<file path="config.mk">
export PLATFORM = sky130hd
export DESIGN_NAME = rx_desc_writer
export DESIGN_NICKNAME = d
export VERILOG_FILES = /design/src/rtl/rxw_pkg.sv /design/src/rtl/rxw_hold.sv /design/src/rtl/rxw_pack.sv /design/src/rtl/rx_desc_writer.sv
export SDC_FILE = /design/constraint.sdc
export NUM_CORES = 1
export LEC_CHECK = 0
export ABC_AREA = 1
export ABC_CLOCK_PERIOD_IN_PS = 7900
export BUFFER_PORTS_ARGS = -buffer_cell sky130_fd_sc_hd__clkbuf_2
export CAP_MARGIN = 30
export CORE_MARGIN = 3
export CORE_UTILIZATION = 50
export CTS_CLUSTER_SIZE = 12
export DETAILED_ROUTE_END_ITERATION = 8
export PLACE_DENSITY = 0.7
export SLEW_MARGIN = 25
export SYNTH_ARGS = -nofsm -noshare
export SYNTH_HDL_FRONTEND = slang
export SYNTH_SLANG_ARGS = --single-unit
</file>
<file path="constraint.sdc">
create_clock -name clk -period 7.9 [get_ports clk]
set_input_delay 1.58 -clock clk [delete_from_list [all_inputs] [get_ports clk]]
set_output_delay 1.58 -clock clk [all_outputs]
set_load 0.03 [all_outputs]
</file>
<file path="src/rtl/rxw_pkg.sv">
package rxw_pkg;

  typedef enum logic [3:0] {
    S_IDLE,
    S_OWN,
    S_BUF,
    S_NXT,
    S_STRM,
    S_FLSH,
    S_TAIL,
    S_WB,
    S_DROP
  } rxw_state_e;

  // Descriptor status word bit positions
  localparam int ST_RUNT = 22;
  localparam int ST_GOOD = 20;
  localparam int ST_LONG = 19;
  localparam int ST_CRCE = 17;
  localparam int ST_INTR = 16;

  // Interrupt status bit positions
  localparam int IS_NODESC = 10;
  localparam int IS_GOOD   = 4;
  localparam int IS_LONG   = 3;
  localparam int IS_RX     = 0;
  localparam int IS_W      = 11;

  localparam logic [1:0] OWN_ENGINE = 2'b10;

endpackage

</file>
<file path="src/rtl/rxw_hold.sv">
// Holds the most recent DEPTH bytes of a frame, so that the trailing CRC
// can be dropped without knowing in advance where the frame ends.
module rxw_hold #(
  parameter int DEPTH = 4,
  localparam int CW = $clog2(DEPTH + 1)
) (
  input  logic          clk,
  input  logic          rst_n,
  input  logic          clr,
  input  logic          push,
  input  logic          pop,
  input  logic [7:0]    din,
  output logic [7:0]    dout,
  output logic [CW-1:0] cnt,
  output logic          full
);

  logic [7:0] q [DEPTH];

  assign full = (cnt == CW'(DEPTH));
  assign dout = q[0];

  always_ff @(posedge clk or negedge rst_n) begin
    if (!rst_n) begin
      cnt <= '0;
      for (int i = 0; i < DEPTH; i++) q[i] <= '0;
    end else if (clr) begin
      cnt <= '0;
    end else if (push) begin
      if (full) begin
        for (int i = 0; i < DEPTH - 1; i++) q[i] <= q[i+1];
        q[DEPTH-1] <= din;
      end else begin
        for (int i = 0; i < DEPTH; i++)
          if (cnt == CW'(i)) q[i] <= din;
        cnt <= cnt + 1'b1;
      end
    end else if (pop) begin
      for (int i = 0; i < DEPTH - 1; i++) q[i] <= q[i+1];
      cnt <= cnt - 1'b1;
    end
  end

endmodule

</file>
<file path="src/rtl/rxw_pack.sv">
// Packs bytes little-endian into one bus word; cleared lanes stay zero.
module rxw_pack #(
  parameter int BYTES = 4,
  localparam int WW = 8 * BYTES,
  localparam int CW = $clog2(BYTES + 1)
) (
  input  logic          clk,
  input  logic          rst_n,
  input  logic          clr,
  input  logic          push,
  input  logic [7:0]    din,
  output logic [WW-1:0] word,
  output logic [CW-1:0] cnt,
  output logic          full
);

  assign full = (cnt == CW'(BYTES));

  always_ff @(posedge clk or negedge rst_n) begin
    if (!rst_n) begin
      word <= '0;
      cnt  <= '0;
    end else if (clr) begin
      word <= '0;
      cnt  <= '0;
    end else if (push) begin
      for (int j = 0; j < BYTES; j++)
        if (cnt == CW'(j)) word[8*j +: 8] <= din;
      cnt <= cnt + 1'b1;
    end
  end

endmodule

</file>
<file path="src/rtl/rx_desc_writer.sv">
module rx_desc_writer
  import rxw_pkg::*;
#(
  parameter int AW        = 32,
  parameter int LW        = 16,
  parameter int MIN_FRAME = 64,
  parameter int CRC_LEN   = 4
) (
  input  logic          clk,
  input  logic          rst_n,
  input  logic          rx_on,
  input  logic          strip_crc,
  input  logic          accept_crc_err,
  input  logic          accept_runt,
  input  logic          accept_long,
  input  logic [LW-1:0] max_len,
  input  logic [AW-1:0] ring_base,
  input  logic          rx_demand,
  input  logic [10:0]   int_en,
  input  logic [10:0]   int_clr,
  output logic [10:0]   int_sts,
  output logic          irq,
  output logic          rx_active,
  input  logic          in_valid,
  output logic          in_ready,
  input  logic [7:0]    in_data,
  input  logic          in_last,
  input  logic          in_crc_err,
  output logic          mem_valid,
  output logic          mem_write,
  output logic [AW-1:0] mem_addr,
  output logic [31:0]   mem_wdata,
  input  logic          mem_ready,
  input  logic [31:0]   mem_rdata
);

  localparam int WB_BYTES = 4;
  localparam int HCW = $clog2(CRC_LEN + 1);
  localparam int PCW = $clog2(WB_BYTES + 1);
  localparam logic [IS_W-1:0] IRQ_MASK =
      IS_W'((1 << IS_NODESC) | (1 << IS_GOOD) | (1 << IS_RX));

  rxw_state_e st, st_n;

  logic [AW-1:0] cur, dsc, bufa, nxt, woff;
  logic [LW-1:0] flen, slen;
  logic          crc_q;

  // hold line and packer
  logic           h_clr, h_push, h_pop, h_full;
  logic [7:0]     h_dout;
  logic [HCW-1:0] h_cnt;
  logic           pk_clr, pk_push, pk_full;
  logic [31:0]    pk_word;
  logic [PCW-1:0] pk_cnt;

  // per-cycle events
  logic frame_go, take_buf, take_nxt, data_done, wb_done, nodesc_hit, byte_in;

  logic is_runt, is_long, is_good, keep, room;
  logic [31:0] stat_word;
  logic [IS_W-1:0] sts_set;

  rxw_hold #(.DEPTH(CRC_LEN)) u_hold (
    .clk (clk), .rst_n (rst_n), .clr (h_clr), .push (h_push), .pop (h_pop),
    .din (in_data), .dout (h_dout), .cnt (h_cnt), .full (h_full)
  );

  rxw_pack #(.BYTES(WB_BYTES)) u_pack (
    .clk (clk), .rst_n (rst_n), .clr (pk_clr), .push (pk_push),
    .din (h_dout), .word (pk_word), .cnt (pk_cnt), .full (pk_full)
  );

  assign is_runt = flen < LW'(MIN_FRAME);
  assign is_long = flen > max_len;
  assign is_good = !is_runt && !is_long && !crc_q;
  assign keep    = (!is_runt || accept_runt) && (!is_long || accept_long) &&
                   (!crc_q || accept_crc_err);
  assign room    = slen < max_len;

  always_comb begin
    stat_word = '0;
    stat_word[LW-1:0] = slen;
    stat_word[ST_INTR] = 1'b1;
    stat_word[ST_CRCE] = crc_q;
    stat_word[ST_LONG] = is_long;
    stat_word[ST_GOOD] = is_good;
    stat_word[ST_RUNT] = is_runt;
  end

  always_comb begin
    st_n = st;
    mem_valid = 1'b0;
    mem_write = 1'b0;
    mem_addr  = dsc;
    mem_wdata = stat_word;
    in_ready  = 1'b0;
    h_clr = 1'b0; h_push = 1'b0; h_pop = 1'b0;
    pk_clr = 1'b0; pk_push = 1'b0;
    frame_go = 1'b0; take_buf = 1'b0; take_nxt = 1'b0;
    data_done = 1'b0; wb_done = 1'b0; nodesc_hit = 1'b0; byte_in = 1'b0;
    case (st)
      S_IDLE: begin
        if (in_valid) begin
          frame_go = rx_active;
          st_n = rx_active ? S_OWN : S_DROP;
        end
      end
      S_OWN: begin
        mem_valid = 1'b1;
        if (mem_ready) begin
          if (mem_rdata[31:30] == OWN_ENGINE) st_n = S_BUF;
          else begin
            nodesc_hit = 1'b1;
            st_n = S_DROP;
          end
        end
      end
      S_BUF: begin
        mem_valid = 1'b1;
        mem_addr  = dsc + AW'(4);
        if (mem_ready) begin
          take_buf = 1'b1;
          st_n = S_NXT;
        end
      end
      S_NXT: begin
        mem_valid = 1'b1;
        mem_addr  = dsc + AW'(12);
        if (mem_ready) begin
          take_nxt = 1'b1;
          h_clr = 1'b1;
          pk_clr = 1'b1;
          st_n = S_STRM;
        end
      end
      S_STRM: begin
        if (pk_full) begin
          mem_valid = 1'b1;
          mem_write = 1'b1;
          mem_addr  = bufa + woff;
          mem_wdata = pk_word;
          if (mem_ready) begin
            data_done = 1'b1;
            pk_clr = 1'b1;
          end
        end else begin
          in_ready = 1'b1;
          if (in_valid) begin
            byte_in = 1'b1;
            h_push  = 1'b1;
            pk_push = h_full && room;
            if (in_last) st_n = S_FLSH;
          end
        end
      end
      S_FLSH: begin
        if (pk_full) begin
          mem_valid = 1'b1;
          mem_write = 1'b1;
          mem_addr  = bufa + woff;
          mem_wdata = pk_word;
          if (mem_ready) begin
            data_done = 1'b1;
            pk_clr = 1'b1;
          end
        end else if (strip_crc || h_cnt == '0) begin
          h_clr = 1'b1;
          st_n = S_TAIL;
        end else begin
          h_pop = 1'b1;
          pk_push = room;
        end
      end
      S_TAIL: begin
        if (pk_cnt != '0) begin
          mem_valid = 1'b1;
          mem_write = 1'b1;
          mem_addr  = bufa + woff;
          mem_wdata = pk_word;
          if (mem_ready) begin
            data_done = 1'b1;
            pk_clr = 1'b1;
            st_n = keep ? S_WB : S_IDLE;
          end
        end else begin
          st_n = keep ? S_WB : S_IDLE;
        end
      end
      S_WB: begin
        mem_valid = 1'b1;
        mem_write = 1'b1;
        if (mem_ready) begin
          wb_done = 1'b1;
          st_n = S_IDLE;
        end
      end
      S_DROP: begin
        in_ready = 1'b1;
        if (in_valid && in_last) st_n = S_IDLE;
      end
      default: st_n = S_IDLE;
    endcase
  end

  always_comb begin
    sts_set = '0;
    sts_set[IS_NODESC] = nodesc_hit;
    sts_set[IS_RX]     = wb_done;
    sts_set[IS_GOOD]   = wb_done && is_good;
    sts_set[IS_LONG]   = wb_done && is_long;
  end

  assign irq = |(int_sts & int_en & IRQ_MASK);

  always_ff @(posedge clk or negedge rst_n) begin
    if (!rst_n) begin
      st <= S_IDLE;
      cur <= '0; dsc <= '0; bufa <= '0; nxt <= '0; woff <= '0;
      flen <= '0; slen <= '0; crc_q <= 1'b0;
      rx_active <= 1'b0;
      int_sts <= '0;
    end else begin
      st <= st_n;
      if (frame_go) dsc <= cur;
      if (take_buf) bufa <= {mem_rdata[AW-1:2], 2'b00};
      if (take_nxt) begin
        nxt   <= {mem_rdata[AW-1:2], 2'b00};
        woff  <= '0;
        flen  <= '0;
        slen  <= '0;
        crc_q <= 1'b0;
      end
      if (byte_in) begin
        if (flen != '1) flen <= flen + 1'b1;
        if (in_last) crc_q <= in_crc_err;
      end
      if (pk_push) slen <= slen + 1'b1;
      if (data_done) woff <= woff + AW'(WB_BYTES);

      if (!rx_on) rx_active <= 1'b0;
      else if (rx_demand) rx_active <= 1'b1;
      else if (nodesc_hit) rx_active <= 1'b0;

      if (!rx_on) cur <= {ring_base[AW-1:2], 2'b00};
      else if (wb_done) cur <= nxt;

      int_sts <= (int_sts & ~int_clr) | sts_set;
    end
  end

endmodule

</file>
==> metrics.yaml, run 1 <==
power:
  ir_drop_mv: 0.239
  p_leak_nw: 9.75
  power_density_nw_per_um2: 330
clock_tree:
  clock_sinks: 269
  cts_tree: "yes"
  cts_root_buffer: "clkbuf_16"
  cts_resized: 0
  clkSlewWorstSetupHoldPaths_ns: 0.07
  htree_levels: 1
  numCtsBuffers: 31
  cts_hold_buf: 0
  post_cts_buffers: 0
  clk_latency_ns: 0.59
  clock_path_buffers: 3
drt:
  vias: 16346
  detail_route.wl_per_cell_um: 17.0
  antenna_left: 0
  firstDrtPassIters: 6
  drcViolationCount: 0
  vias_per_cell: 5.49
  wl_mm: 50.7
  drtIter0Drc: 1402
cells_and_area:
  final_cell_count_no_fill: 2978
  fin_nets: 2711
  drive_gt1_share_pct: 11.8
  stdcell_area_um2: 19300
  area_growth_pct: 14.1
  fillCellCount: 3154
  n_antenna_cell: 0
logic_synthesis:
  async_reset_ff_share_pct: 100
  ys_types: 51
  synthCells: 2357
  synth_edf_count: 0
  ys_top_cells_by_area: "dfrtp_1, nand2_1, inv_1"
  yosys_warnings: 0
  ys_seq_elements: 269
  synth_area_per_cell_um2: 7.17
  seq_area_frac_synth_pct: 39.9
  ys.flop_type: "dfrtp_1"
  synth_top_area_share_pct: 39.9
  syn-cell-area_um2: 16900
  yosysTopAreaCell: "dfrtp_1"
floorplan:
  die-area_um2: 36000
  io_pins: 202
  die_h_um: 190
  initial_core_util_pct: 51.3
  rows: 66
  die_w_um: 190
  coreArea_um2: 32900
worst_setup_path:
  required_ns: 6.32
  cp-start-kind: "flip-flop"
  crit_chain: "nor2_1 > nand2_1 > inv_1 > fa_1 > nand2_1 > nor2_1 > nand2_1 > nor2_1 > inv_1 > nor2_1 > or2_2 > nand3_1 > nand2_1 > inv_1 > a21oi_1 > clkbuf_2"
  crit_path_max_incr_delay_ns: 0.41
  crit_family: "simple AND/OR/NAND/NOR gates"
  critPathKind: "flip-flop to output pin"
  critPathMaxFanout: 5
  arrival_ns: 3.70
  cp_num_buf_inv: 4
  crit_slowest_cell: "dfrtp_1"
  endpoint_kind: "output pin"
sta:
  fin_hold_ws_ns: 0.485
  clock_skew_ns: 0.0155
  period_needed_ns: 5.28
  layout_setup_ws_ns: 2.62
  hold_violations: 0
  tns_ns: 0
  maxSlewHeadroom_pct: 29.3
  rsz0062_at_grt: "no"
  tightest_slew_ns: 1.06
  finalSetupViolCount: 0
  fmax_ghz: 0.189
  drv_slew: 0
  fin_crit_sh_pct: 66.8
placed_design:
  hpwl_mm: 38.4
  post-place-ws_ns: 2.57
  dp_cells: 2921
  port_buffers: 187
  placedInstanceArea_um2: 18100
  place.gp.congestion: 0.941
grt:
  grt_max_degree: 168
  grt_overflow: 0
  grt_pass1_wl_mm: 80.7
  grt_util_all_layers_pct: 27.8
  grt_pass1_vias: 15230
  antenna_found_initial: 1
status:
  status: "completed"
min_path:
  min_path_type: "flip-flop to flip-flop"
flow_run:
  cap_violations: 0
[per-layer routing]
metal / share of wire [%] / track usage, % / vias to the layer above
met1: 42 / 37.1 / 7637
met5: 0.022 / 0 / -
met3: 6.4 / 3.37 / 104
met4: 3.9 / 9.61 / 2
li1: - / - / 8044
met2: 48 / 46.9 / 559
[registers in the layout, indices dropped and copies added, names as in the netlist]
signal and count:
u_hold.q 24, slen 16, u_pack.word 32, nxt 30, st 4, u_hold.dout 8
u_hold.cnt 3, dsc 30, rx_active 1, cur 30, crc_q 1, u_pack.cnt 3
int_sts 11, woff 30, flen 16, bufa 30
[report_power, final]
group	leakage (nW)	switching, W	internal [W]
clock network	0.545	0.000607	0.000948
logic	5.86	0.00181	0.000862
registers	3.34	0.000385	0.00176
[cells by family (layout without fill, tap and decap cells)]
logic type / after synthesis / after routing / synth area share (%)
xor gates and xnor gates: 37 / 37 / 1.92
AOI/OAI and AO/OA: 357 / 357 / 11.3
other: 1 / 2 / 0.0222
muxes: 20 / 20 / 1.33
adders and majority gates: 76 / 76 / 5.72
buffers and inverters: 386 / 564 / 8.99
and+or+nand+nor: 1211 / 1211 / 30.8
DFF: 269 / 269 / 39.9
[worst reg2reg max path: stages, from the launching register on]
cell and delay (ns):
dfrtp_1 0.39, inv_1 0.09, nand2_2 0.12, nor3_1 0.32
nand3_1 0.12, nand2_1 0.09, buf_4 0.26, nor2_2 0.05
buf_4 0.26, inv_1 0.76, nor2_1 0.30, nand4_1 0.17
nand2_1 0.07
[layout make-up]
cell class                      count  area [um2]  area share, %
Clock buffer                       42         887           4.61
Timing Repair Buffer              200        1070           5.55
Sequential cell                   269        6730           34.9
Clock inverter                     14         216           1.12
Inverter                          308        1160           6.00
Multi-Input combinational cell   1703        8650           44.9
Tap cell                          442         553           2.87
[per-stage QoR]
stage	utilization, %	power [W]
global placement	55.0	0.00474
floorplan	-	0.00396
detailed placement	55.0	0.00481
CTS	58.4	0.00638
finish	58.5	0.00637
global route	58.5	0.00682
[cell usage in the layout, fill, tap and decap left out, types with 3 or more instances in the layout]
master     count
nand4_1       57
o21ai_1       11
buf_4         11
nand2_1      551
xor2_1        28
bufinv_16      5
inv_1        303
nand3_1      183
ha_1          74
clkbuf_8       7
xnor2_1        9
clkinv_2       6
o21a_1         3
clkbuf_1       4
nor2_1       271
or2_2          5
o21ai_0      179
clkbuf_16     31
nor3_1        98
dfrtp_1      269
a31oi_1        3
o21bai_1       6
o22ai_1       19
mux2_2        19
inv_2          5
o221ai_1       5
nand3b_1      10
nor4_1        18
clkbuf_2     186
o211ai_1       6
nand2_2        7
a21oi_1      114
[cell usage after synthesis, types with 17 or more instances]
| cell type | number |
|---|---|
| a21oi_1 | 114 |
| buf_2 | 17 |
| clkbuf_1 | 42 |
| dfrtp_1 | 269 |
| ha_1 | 74 |
| inv_1 | 304 |
| mux2_2 | 19 |
| nand2_1 | 552 |
| nand3_1 | 183 |
| nand4_1 | 57 |
| nor2_1 | 272 |
| nor3_1 | 98 |
| nor4_1 | 18 |
| o21ai_0 | 179 |
| o22ai_1 | 19 |
| xor2_1 | 28 |
[path summary, 6_finish.rpt]
check / slack [ns] / from / to / depth (start not counted)
min in group asynchronous: 1.01 / rst_n / dsc[10] / 1
max reg2reg: 4.77 / st[3] / u_pack.word[5] / 12
max in group asynchronous: 5.41 / rst_n / woff[4] / 2
max: 2.62 / st[2] / mem_addr[16] / 16
min: 0.48 / nxt[22] / nxt[22] / 2
min reg2reg: 0.48 / nxt[22] / nxt[22] / 2
(Power assumes the default switching activity.)
==> run 2: changes to the inputs <==
- ABC_AREA: 1 -> 0
- ABC_CLOCK_PERIOD_IN_PS: 7900 -> 5450
- PLACE_DENSITY: 0.7 -> 0.71
- clock period: 7.9 -> 5.45 ns (I/O delays scaled with it)
==> run 2 against run 1 <==
Compared with the run above:
- sequential share of layout area grew 2.5 points
- critical path depth decreased by 5
- synthesized area shrank 7.3%
- design area decreased by 6.7%
- combinational power rose by 24%
- setup slack got worse by 2.4 ns
- via count decreased by 16%
- core utilization hardly changed
- synthesized cell count decreased by 26%
- hold slack worse by 0.0098 ns
- sequential power grew 43%
- non-clock buffer count up 12
- largest power group unchanged
- highest routed layer is now met4
==> metrics.yaml, run 2 <==
status:
  status: "completed"
worst_setup_path:
  critPathKind: "flip-flop to output pin"
  cp-start-kind: "flip-flop"
  arrival_ns: 4.13  # +0.43 ns
  r2r_start: "u_pack.cnt[0]"
  r2r_slack_ns: 1.81  # -2.96 ns
  rr_worst_depth: 10  # -2
  worstReg2RegEnd: "woff[26]"
  required_ns: 4.36  # -1.96 ns
  critPathMaxFanout: 16  # +11
  endpoint_kind: "output pin"
cells_and_area:
  fin_nets: 2109  # -22%
  register_area_um2: 6730  # unchanged
  largest_register_ffs: 32  # unchanged
  layout.cells.most_common: "nand2_1"
  final_cell_mix: "nand2_1, dfrtp_1, clkbuf_2"
  stdcell_area_um2: 18000  # -6.7%
  fillCellCount: 2740  # -13%
  final_core_utilization_pct: 58.5  # about the same
  area_growth_pct: 14.9
  final_cell_count_no_fill: 2331  # -22%
  multi_input_area_um2: 8450  # -2.3%
  regMostFlops: "u_pack.word"
  drive_gt1_share_pct: 17.9  # +6.1 points
power:
  p_switching_w: 0.00346  # +23%
  power_density_nw_per_um2: 466  # +41%
  netSwitchingFraction_pct: 41.2  # -2.7 points
  fin_total_pwr_w: 0.00838  # +32%
  cellInternalPower_w: 0.00492  # +38%
  p_seq_share_pct: 36.5  # +2.9 points
  p_comb_share_pct: 39.4  # -2.5 points
  clkPwrFrac_pct: 24.2  # -0.2 points
  p_leak_nw: 8.87  # -9.0%
  ir_drop_mv: 0.335  # +40%
logic_synthesis:
  yosysTopAreaCell: "dfrtp_1"
  synthCells: 1748  # -26%
  synth_edf_count: 0  # unchanged
  yosysMostFrequentCell: "nand2_1"
  synth_area_per_cell_um2: 8.95  # +25%
  ys_top_cells_by_area: "dfrtp_1, nand2_1, ha_1"
  synth_top_area_share_pct: 43.0  # +3.2 points
  synthTopCellsByCount: "nand2_1, dfrtp_1, a21oi_1"
  ys_seq_elements: 269  # unchanged
  async_reset_ff_share_pct: 100  # unchanged
  ys.flop_type: "dfrtp_1"
  ys_types: 68  # +33%
  syn-cell-area_um2: 15700  # -7.3%
  yosys_warnings: 0  # unchanged
  seq_area_frac_synth_pct: 43.0  # +3.2 points
grt:
  grt_overflow: 0  # unchanged
  grt_max_degree: 117  # -30%
  grt_pass1_vias: 12791  # -16%
  antenna_found_initial: 2  # +1
  grt_pass1_wl_mm: 67.8  # -16%
  grt_util_all_layers_pct: 24.6  # -3.1 points
clock_tree:
  cts_root_buffer: "clkbuf_16"
  clk_latency_ns: 0.56  # -0.03 ns
  clock_sinks: 269  # unchanged
  clock_path_buffers: 3  # unchanged
  htree_levels: 1  # unchanged
  numCtsBuffers: 30  # -3.2%
  cts_tree: "yes"
  cts_resized: 0  # unchanged
  post_cts_buffers: 0  # unchanged
  clkSlewWorstSetupHoldPaths_ns: 0.06  # about the same
  cts_hold_buf: 0  # unchanged
placed_design:
  place.gp.congestion: 0.959  # +1.9%
  placedInstanceArea_um2: 17000  # -6.3%
  port_buffers: 187  # unchanged
  dp_cells: 2274  # -22%
  hpwl_mm: 30.3  # -21%
sta:
  hold_violations: 0  # unchanged
  maxSlewHeadroom_pct: 38.0  # +8.7 points
  clock_skew_ns: 0.0211  # +0.00559 ns
  tns_ns: 0  # unchanged
  fin_crit_sh_pct: 95.8
  drv_slew: 0  # unchanged
  period_needed_ns: 5.22
  finalSetupViolCount: 0  # unchanged
  rsz0062_at_grt: "no"
  fmax_ghz: 0.191
  tightest_slew_ns: 0.930  # -0.131 ns
drt:
  drtIter0Drc: 1159  # -17%
  route.met3.wl_mm: 2.70  # -16%
  vias_per_cell: 5.91  # +7.7%
  firstDrtPassIters: 7  # +1
  antenna_left: 0  # unchanged
  wl_mm: 42.4  # -16%
  vias: 13784  # -16%
  highest_layer: "met4"
  wl_met2_mm: 19.3  # -20%
  drt-met1-wl_mm: 19.4  # -9.3%
  detail_route.wl_per_cell_um: 18.2  # +6.7%
  drcViolationCount: 0  # unchanged
floorplan:
  die_h_um: 183  # -3.6%
  io_pins: 202  # unchanged
  die-area_um2: 33500  # -7.1%
  initial_core_util_pct: 50.9  # -0.36 points
  die_w_um: 183  # -3.6%
  coreArea_um2: 30700  # -6.7%
  rows: 64  # -3.0%
min_path:
  min_path_type: "flip-flop to flip-flop"
  min_path_cells: 2  # unchanged
  hp-start: "nxt[5]"
  min_to: "nxt[5]"
flow_run:
  cap_violations: 0  # unchanged
[run 2: power by group through the flow]
stage | Sequential, W | Clock [W] | Combinational [W]
global route | 0.00313 | 0.00214 | 0.00361
global placement | 0.00304 | 0 | 0.00319
floorplan | 0.00289 | 0 | 0.00242
finish | 0.00305 | 0.00202 | 0.00330
CTS | 0.00304 | 0.00206 | 0.00329
detailed placement | 0.00308 | 0 | 0.00327
[run 2: worst max path at each step]
stage / to / start / slack (ns) / cells past startpoint
after global routing: mem_addr[31] / st[2] / 0.16 / 11
after floorplan: mem_wdata[20] / max_len[9] / 1.29 / 8
after detailed placement: mem_addr[31] / st[2] / 0.91 / 11
after global placement: mem_addr[31] / st[2] / 0.99 / 11
after CTS: mem_addr[31] / st[2] / 0.32 / 11
final: mem_addr[31] / st[2] / 0.23 / 11
[run 2: area by class of cell]
cell class	instances	share of cell area, %
clock buffer	46	4.90
clock inverter	7	0.536
sequential	269	37.4
inverter	47	0.981
timing repair buffer	212	6.35
tap	396	2.76
antenna	3	0.0417
multi-input combinational	1351	47.0
[run 2: per-stage QoR]
stage / hold slack (ns) / worst slack (ns)
6_report: 0.475 / 0.226
5_1_grt: 0.484 / 0.165
4_1_cts: 0.476 / 0.318
3_5_place_dp: 0.462 / 0.912
3_3_place_gp: 0.457 / 0.987
2_1_floorplan: 0.445 / 1.29
[run 2: critical path, stage by stage (launching register included)]
cell and delay (ns):
dfrtp_1 0.69, nor3_1 0.12, buf_4 0.19, ha_1 0.28
a21o_1 0.15, nand4_1 0.39, nor4_4 0.41, nor3b_4 0.31
a31o_1 0.18, a31oi_1 0.09, or4_1 0.56, clkbuf_2 0.22
[run 2: cells by family (layout without fill, tap and decap cells)]
family	count (synthesis)	in the layout	share of synthesized area, %
XOR/XNOR	35	35	1.96
buffers and inverters	129	312	3.21
other	1	5	0.0240
AO/OA/AOI/OAI	409	409	15.8
multiplexers	131	131	8.94
AND/OR/NAND/NOR	698	698	20.8
flip-flops	269	269	43.0
adder cells (fa/ha/maj)	76	76	6.17
[run 2: per-layer routing]
layer	vias to the layer above	track usage [%]
met3	82	3.59
li1	6588	-
met2	491	39.5
met1	6623	35.7
met4	0	5.67
met5	-	0
